--- src/rtl/pcseq_pkg.sv ---
// Package: shared widths and the condition-select encoding for the
// banked program counter sequencer. Assumes one bank bit, four page
// bits and eight step bits unless a user overrides module parameters.
package pcseq_pkg;
    localparam int BANK_W = 1;
    localparam int PAGE_W = 4;
    localparam int STEP_W = 8;

    typedef enum logic [1:0] {
        CC_CARRY_SET = 2'b00,
        CC_CARRY_CLR = 2'b01,
        CC_ZERO_SET  = 2'b10,
        CC_ZERO_CLR  = 2'b11
    } cond_e;
endpackage

--- src/rtl/pcseq_cond.sv ---
// Condition evaluator: decides whether a conditional jump is taken.
// Assumes the flags are stable for the cycle the strobe is asserted.
module pcseq_cond
    import pcseq_pkg::*;
(
    input  logic [1:0] cond_sel,
    input  logic       carry,
    input  logic       zero,
    output logic       met
);
    // Select the flag test named by the condition code.
    always_comb begin
        unique case (cond_e'(cond_sel))
            CC_CARRY_SET: met = carry;
            CC_CARRY_CLR: met = !carry;
            CC_ZERO_SET:  met = zero;
            CC_ZERO_CLR:  met = !zero;
            default:      met = 1'b0;
        endcase
    end
endmodule

--- src/rtl/pcseq_pending.sv ---
// Pending bank/page holder. A page-set loads it from the operand.
// Every other instruction reloads it with the bank and page the counter
// moves to, so it mirrors the current page whenever no page-set is live.
// Idle cycles leave it alone.
module pcseq_pending #(
    parameter int BANK_W     = pcseq_pkg::BANK_W,
    parameter int PAGE_W     = pcseq_pkg::PAGE_W,
    parameter int RESET_BANK = 0,
    parameter int RESET_PAGE = 1,
    localparam int OP_W      = BANK_W + PAGE_W
) (
    input  logic              clk,
    input  logic              rst_n,
    input  logic              pset,
    input  logic              other_instr,
    input  logic [OP_W-1:0]   pset_op,
    input  logic [BANK_W-1:0] nxt_bank,
    input  logic [PAGE_W-1:0] nxt_page,
    output logic [BANK_W-1:0] pend_bank,
    output logic [PAGE_W-1:0] pend_page
);
    // Load from the operand on page-set, track the counter otherwise.
    always_ff @(posedge clk) begin
        if (!rst_n) begin
            pend_bank <= BANK_W'(RESET_BANK);
            pend_page <= PAGE_W'(RESET_PAGE);
        end else if (pset) begin
            pend_bank <= pset_op[OP_W-1:PAGE_W];
            pend_page <= pset_op[PAGE_W-1:0];
        end else if (other_instr) begin
            pend_bank <= nxt_bank;
            pend_page <= nxt_page;
        end
    end
endmodule

--- src/rtl/pcseq_next.sv ---
// Next-address selector. Picks the following bank/page/step from the
// strobes. Assumes at most one strobe per cycle; if several are high,
// the fixed order is: return-skip, return, zero-page call, call, jump,
// conditional jump, then advance.
module pcseq_next #(
    parameter int BANK_W = pcseq_pkg::BANK_W,
    parameter int PAGE_W = pcseq_pkg::PAGE_W,
    parameter int STEP_W = pcseq_pkg::STEP_W,
    localparam int RET_W = PAGE_W + STEP_W
) (
    input  logic [BANK_W-1:0] cur_bank,
    input  logic [PAGE_W-1:0] cur_page,
    input  logic [STEP_W-1:0] cur_step,
    input  logic [BANK_W-1:0] pend_bank,
    input  logic [PAGE_W-1:0] pend_page,
    input  logic              inc,
    input  logic              pset,
    input  logic              jump,
    input  logic              jcond,
    input  logic              cond_met,
    input  logic              call,
    input  logic              callz,
    input  logic              ret,
    input  logic              retskip,
    input  logic [STEP_W-1:0] step_op,
    input  logic [RET_W-1:0]  ret_val,
    output logic [BANK_W-1:0] nxt_bank,
    output logic [PAGE_W-1:0] nxt_page,
    output logic [STEP_W-1:0] nxt_step
);
    logic [STEP_W-1:0] step_plus;
    logic [STEP_W-1:0] ret_step;

    // Step successor, wrapping inside the page.
    assign step_plus = STEP_W'(cur_step + 1'b1);
    assign ret_step  = ret_val[STEP_W-1:0];

    // Choose the next counter value by strobe priority.
    always_comb begin
        nxt_bank = cur_bank;
        nxt_page = cur_page;
        nxt_step = cur_step;
        if (retskip) begin
            nxt_page = ret_val[RET_W-1:STEP_W];
            nxt_step = STEP_W'(ret_step + 1'b1);
        end else if (ret) begin
            nxt_page = ret_val[RET_W-1:STEP_W];
            nxt_step = ret_step;
        end else if (callz) begin
            nxt_bank = '0;
            nxt_page = '0;
            nxt_step = step_op;
        end else if (call || jump || (jcond && cond_met)) begin
            nxt_bank = pend_bank;
            nxt_page = pend_page;
            nxt_step = step_op;
        end else if (inc || pset || jcond) begin
            nxt_step = step_plus;
        end
    end
endmodule

--- src/rtl/banked_pc_seq.sv ---
// Top: banked program counter sequencer. Holds the bank/page/step
// counter, instantiates the condition test, pending holder and
// next-address selector. Assumes the decoder gives at most one strobe
// per cycle and that the stack side writes push_val_o on a call.
module banked_pc_seq #(
    parameter int BANK_W     = pcseq_pkg::BANK_W,
    parameter int PAGE_W     = pcseq_pkg::PAGE_W,
    parameter int STEP_W     = pcseq_pkg::STEP_W,
    parameter int RESET_BANK = 0,
    parameter int RESET_PAGE = 1,
    localparam int OP_W      = BANK_W + PAGE_W,
    localparam int RET_W     = PAGE_W + STEP_W,
    localparam int ADDR_W    = BANK_W + RET_W
) (
    input  logic              clk,
    input  logic              rst_n,
    input  logic              inc_i,
    input  logic              pset_i,
    input  logic              jump_i,
    input  logic              jcond_i,
    input  logic              call_i,
    input  logic              callz_i,
    input  logic              ret_i,
    input  logic              retskip_i,
    input  logic [1:0]        cond_sel_i,
    input  logic              carry_i,
    input  logic              zero_i,
    input  logic [STEP_W-1:0] step_op_i,
    input  logic [OP_W-1:0]   page_op_i,
    input  logic [RET_W-1:0]  ret_val_i,
    output logic [ADDR_W-1:0] fetch_addr_o,
    output logic [RET_W-1:0]  push_val_o
);
    logic [BANK_W-1:0] bank_q, nxt_bank, pend_bank;
    logic [PAGE_W-1:0] page_q, nxt_page, pend_page;
    logic [STEP_W-1:0] step_q, nxt_step;
    logic              cond_met;
    logic              other_instr;

    // Any executed instruction that is not a page-set.
    assign other_instr = inc_i | jump_i | jcond_i | call_i | callz_i
                       | ret_i | retskip_i;

    pcseq_cond u_cond (
        .cond_sel (cond_sel_i),
        .carry    (carry_i),
        .zero     (zero_i),
        .met      (cond_met)
    );

    pcseq_pending #(
        .BANK_W     (BANK_W),
        .PAGE_W     (PAGE_W),
        .RESET_BANK (RESET_BANK),
        .RESET_PAGE (RESET_PAGE)
    ) u_pend (
        .clk         (clk),
        .rst_n       (rst_n),
        .pset        (pset_i),
        .other_instr (other_instr),
        .pset_op     (page_op_i),
        .nxt_bank    (nxt_bank),
        .nxt_page    (nxt_page),
        .pend_bank   (pend_bank),
        .pend_page   (pend_page)
    );

    pcseq_next #(
        .BANK_W (BANK_W),
        .PAGE_W (PAGE_W),
        .STEP_W (STEP_W)
    ) u_next (
        .cur_bank  (bank_q),
        .cur_page  (page_q),
        .cur_step  (step_q),
        .pend_bank (pend_bank),
        .pend_page (pend_page),
        .inc       (inc_i),
        .pset      (pset_i),
        .jump      (jump_i),
        .jcond     (jcond_i),
        .cond_met  (cond_met),
        .call      (call_i),
        .callz     (callz_i),
        .ret       (ret_i),
        .retskip   (retskip_i),
        .step_op   (step_op_i),
        .ret_val   (ret_val_i),
        .nxt_bank  (nxt_bank),
        .nxt_page  (nxt_page),
        .nxt_step  (nxt_step)
    );

    // Counter register: reset vector, then the selected next value.
    always_ff @(posedge clk) begin
        if (!rst_n) begin
            bank_q <= BANK_W'(RESET_BANK);
            page_q <= PAGE_W'(RESET_PAGE);
            step_q <= '0;
        end else begin
            bank_q <= nxt_bank;
            page_q <= nxt_page;
            step_q <= nxt_step;
        end
    end

    // Outputs: fetch address and the return value a call pushes.
    assign fetch_addr_o = {bank_q, page_q, step_q};
    assign push_val_o   = {page_q, STEP_W'(step_q + 1'b1)};
endmodule

--- config.mk ---
export PLATFORM = sky130hd
export DESIGN_NAME = banked_pc_seq
export DESIGN_NICKNAME = d
export VERILOG_FILES = /design/src/rtl/pcseq_pkg.sv /design/src/rtl/pcseq_cond.sv /design/src/rtl/pcseq_pending.sv /design/src/rtl/pcseq_next.sv /design/src/rtl/banked_pc_seq.sv
export SDC_FILE = /design/constraint.sdc
export NUM_CORES = 1
export LEC_CHECK = 0
export BUFFER_PORTS_ARGS = -buffer_cell sky130_fd_sc_hd__clkbuf_2
export CAP_MARGIN = 20
export CORE_MARGIN = 2
export CORE_UTILIZATION = 25
export CTS_CLUSTER_DIAMETER = 30
export CTS_CLUSTER_SIZE = 14
export DETAILED_ROUTE_END_ITERATION = 6
export GPL_ROUTABILITY_DRIVEN = 0
export GPL_TIMING_DRIVEN = 0
export PLACE_DENSITY = 0.52
export RECOVER_POWER = 100
export SETUP_SLACK_MARGIN = 0.15
export SLEW_MARGIN = 20
export SYNTH_ARGS = -nofsm -noshare
export SYNTH_HDL_FRONTEND = slang
export SYNTH_HIERARCHICAL = 1
export SYNTH_SLANG_ARGS = --single-unit
--- constraint.sdc ---
create_clock -name clk -period 1.8 [get_ports clk]
set_input_delay 0.09 -clock clk [delete_from_list [all_inputs] [get_ports clk]]
set_output_delay 0.09 -clock clk [all_outputs]
set_load 0.02 [all_outputs]
==> flow_summary.ini <==
[worst_setup_path]
crit_buf_inv = 1
crit_type = flop to output port
reg2reg_from = step_q[5]$_SDFF_PN0_
critical_path.cell_chain = ha_1 -> and3_2 -> nand3_1 -> xnor2_1 -> clkbuf_1
critical_path_required_ns = 1.71
crit_fanout = 5
setup.worst_path.start_class = flop
cp_top_family = flip-flops
reg2reg_to = step_q[7]$_SDFF_PN0_
slowest_delay_ns = 0.38
arrival_ns = 1.54
crit_start = step_q[0]$_SDFF_PN0_
slowest_stage = dfxtp_4
path_depth = 5
end_kind = output port
r2r_slack_ns = 0.20
critPathCapture = push_val_o[6]
rr_worst_depth = 5

[die]
start_util = 0.254
die_h_um = 78.2
fp-row-count = 27
ios = 64
core_sq_um = 5410
die-area_sq_um = 6110
fp.dieW_um = 78.2

[global_routing]
grt_overflow = 0
antenna_found_initial = 0
grt_pass1_wl_um = 6780
grt_util_all_layers = 0.140
grt_max_degree = 11
first_global_vias = 1356

[synth]
syn-num-nets = 203
synth_cell_type_count = 40
yosysTopAreaCell = dfxtp_1
synth.avg_cell_area_sq_um = 8.54
async_flop_share = 0
synth_area_sq_um = 1380
synth-seq-area-share = 0.262
synth_top_cells_by_count = dfxtp_1, o21ai_0, and2_1, mux2i_1, nand2_1
yosysMostFrequentCell = dfxtp_1
synth_area_leaders = dfxtp_1, mux2i_1, and2_1
synth_edf_count = 0
yosys_warnings = 6
ys.flop_type = dfxtp_1
ys_seq_elements = 18
synth_top_area_frac = 0.262
synthCells = 161

[final_layout]
syn_to_final_growth_pct = 36.9
stdcell_count = 304
drive_above_1_share = 0.323
antenna_cells = 0
fin_nets = 275
nFillCells = 616

[timing]
tightest_slew_ns = 0.609
skew_ns = 0.00432
rsz0062_at_grt = yes
setup_viol_count_final = 0
fmax_mhz = 613
period_share = 0.907
slew_violations = 0
min_period_ns = 1.63
timing.final.hold_violations = 0
max_slew_margin = 0.593

[clocking]
cts_max_level = 1
clockRootBuffer = clkbuf_8
holdBufCountCts = 0
cts-buffers-inserted = 3
clk_latency_ns = 0.26
clk_path_buf_depth = 2
cts.sinks = 18
cts_tree = done
path_clk_slew_ns = 0.07

[pwr]
p_per_area_nw_per_um2 = 607
cellLeakagePower_nw = 0.793
ir_drop_mv = 0.216
p_total_w = 0.00114

[worst_hold_path]
holdCritPathClass = input pin to flop

[place]
io_buffers = 63
placed_cells = 296
dp_hpwl_um = 3160

[flow_run]
maxCapViolations = 0

[run_status]
status = finished, final reports clean

[route]
vias = 1426
wire_per_inst_um = 13.5
drtAntennaViolNets = 0
vias_per_cell = 4.69
post-route-drc-count = 0
finalWirelength_um = 4100
drt_iter0_drc = 61
dr.pass1.iters = 4
## what timing repair did
item	CTS	global route
pin swaps	0	3
resized for setup	3	9
setup buffers	0	4
endpoints found under the setup margin	3	13
## cell usage in the layout (no fill, tap or decap), drive strengths merged
cell      n
nor3      3
a221oi    1
mux2i    12
mux2      1
nor3b     1
nand2b    1
a221o     6
or3       4
nand2    12
clkbuf   70
dfxtp    18
nor4      1
o21ai    15
nor2      3
xor2      6
and3b     1
nand3     7
buf      11
ha        3
xnor2     7
o31ai     4
nor2b     6
or4       3
a31oi     6
a2111oi   1
a211oi    6
a21oi     1
nand4     1
inv       4
and3      4
and2     12
or2       1
## power breakdown
group / internal, W / switching, W
Clock: 0.000195 / 0.000145
Combinational: 0.000146 / 0.000190
Sequential: 0.000428 / 0.0000392
Total: 0.000768 / 0.000373
## stage by stage
| step | worst slack, ns | cell area (sq um) | hold WS, ns | setup TNS (ns) | util |
|---|---|---|---|---|---|
| floorplan | 0.190 | 1380 | 0.163 | 0 | - |
| global placement | -0.112 | 1780 | 0.334 | -0.924 | 0.330 |
| detailed placement | -0.148 | 1780 | 0.339 | -0.877 | 0.330 |
| CTS | 0.133 | 1850 | 0.0680 | 0 | 0.342 |
| global route | 0.0456 | 1880 | 0.0846 | 0 | 0.348 |
| finish | 0.168 | 1880 | 0.0693 | 0 | 0.348 |
## sequential cells by signal (all words and copies together) (netlist names)
name              flops
page_q                4
u_pend/pend_page      4
bank_q                1
step_q                8
u_pend/pend_bank      1
## worst register-to-register path: stages, from the launching register on
cell	delay (ns)
dfxtp_1	0.46
nand3_1	0.18
or4_1	0.50
a31oi_1	0.17
a221o_2	0.12
and2_1	0.12
## final cells by class
type                       count  area [sq um]  share of cell area
inverter                       4          15.0             0.00798
multi-input combinational    129           957               0.509
tap                           72          90.1              0.0479
sequential                    18           372               0.197
clock buffer                   4          55.1              0.0293
timing repair buffer          67           322               0.171
buffer                        10          71.3              0.0379
## cells by family (layout without fill, tap and decap cells)
group	Yosys count	after routing	synth area share
AOI/OAI and AO/OA	40	40	0.218
xor gates and xnor gates	13	13	0.0828
adders and majority gates	3	3	0.0273
buffers and inverters	14	85	0.0628
DFF	18	18	0.262
muxes	13	13	0.0955
and+or+nand+nor	60	60	0.251
## how the worst min path moves through the flow
| stage | start | endpoint | cells past startpoint |
|---|---|---|---|
| floorplan | rst_n | page_q[0]$_SDFF_PN1_ | 1 |
| global placement | rst_n | page_q[0]$_SDFF_PN1_ | 2 |
| detailed placement | rst_n | page_q[0]$_SDFF_PN1_ | 2 |
| CTS | rst_n | page_q[0]$_SDFF_PN1_ | 2 |
| global route | rst_n | page_q[0]$_SDFF_PN1_ | 2 |
| finish | rst_n | page_q[0]$_SDFF_PN1_ | 2 |
## metal layers
metal | track usage | vias up | wire [um]
met5 | 0 | - | 0
met4 | 0.0158 | 0 | 0
met3 | 0.0460 | 0 | 314
met2 | 0.232 | 55 | 1910
met1 | 0.183 | 639 | 1880
li1 | - | 732 | -
(Power assumes the default switching activity.)
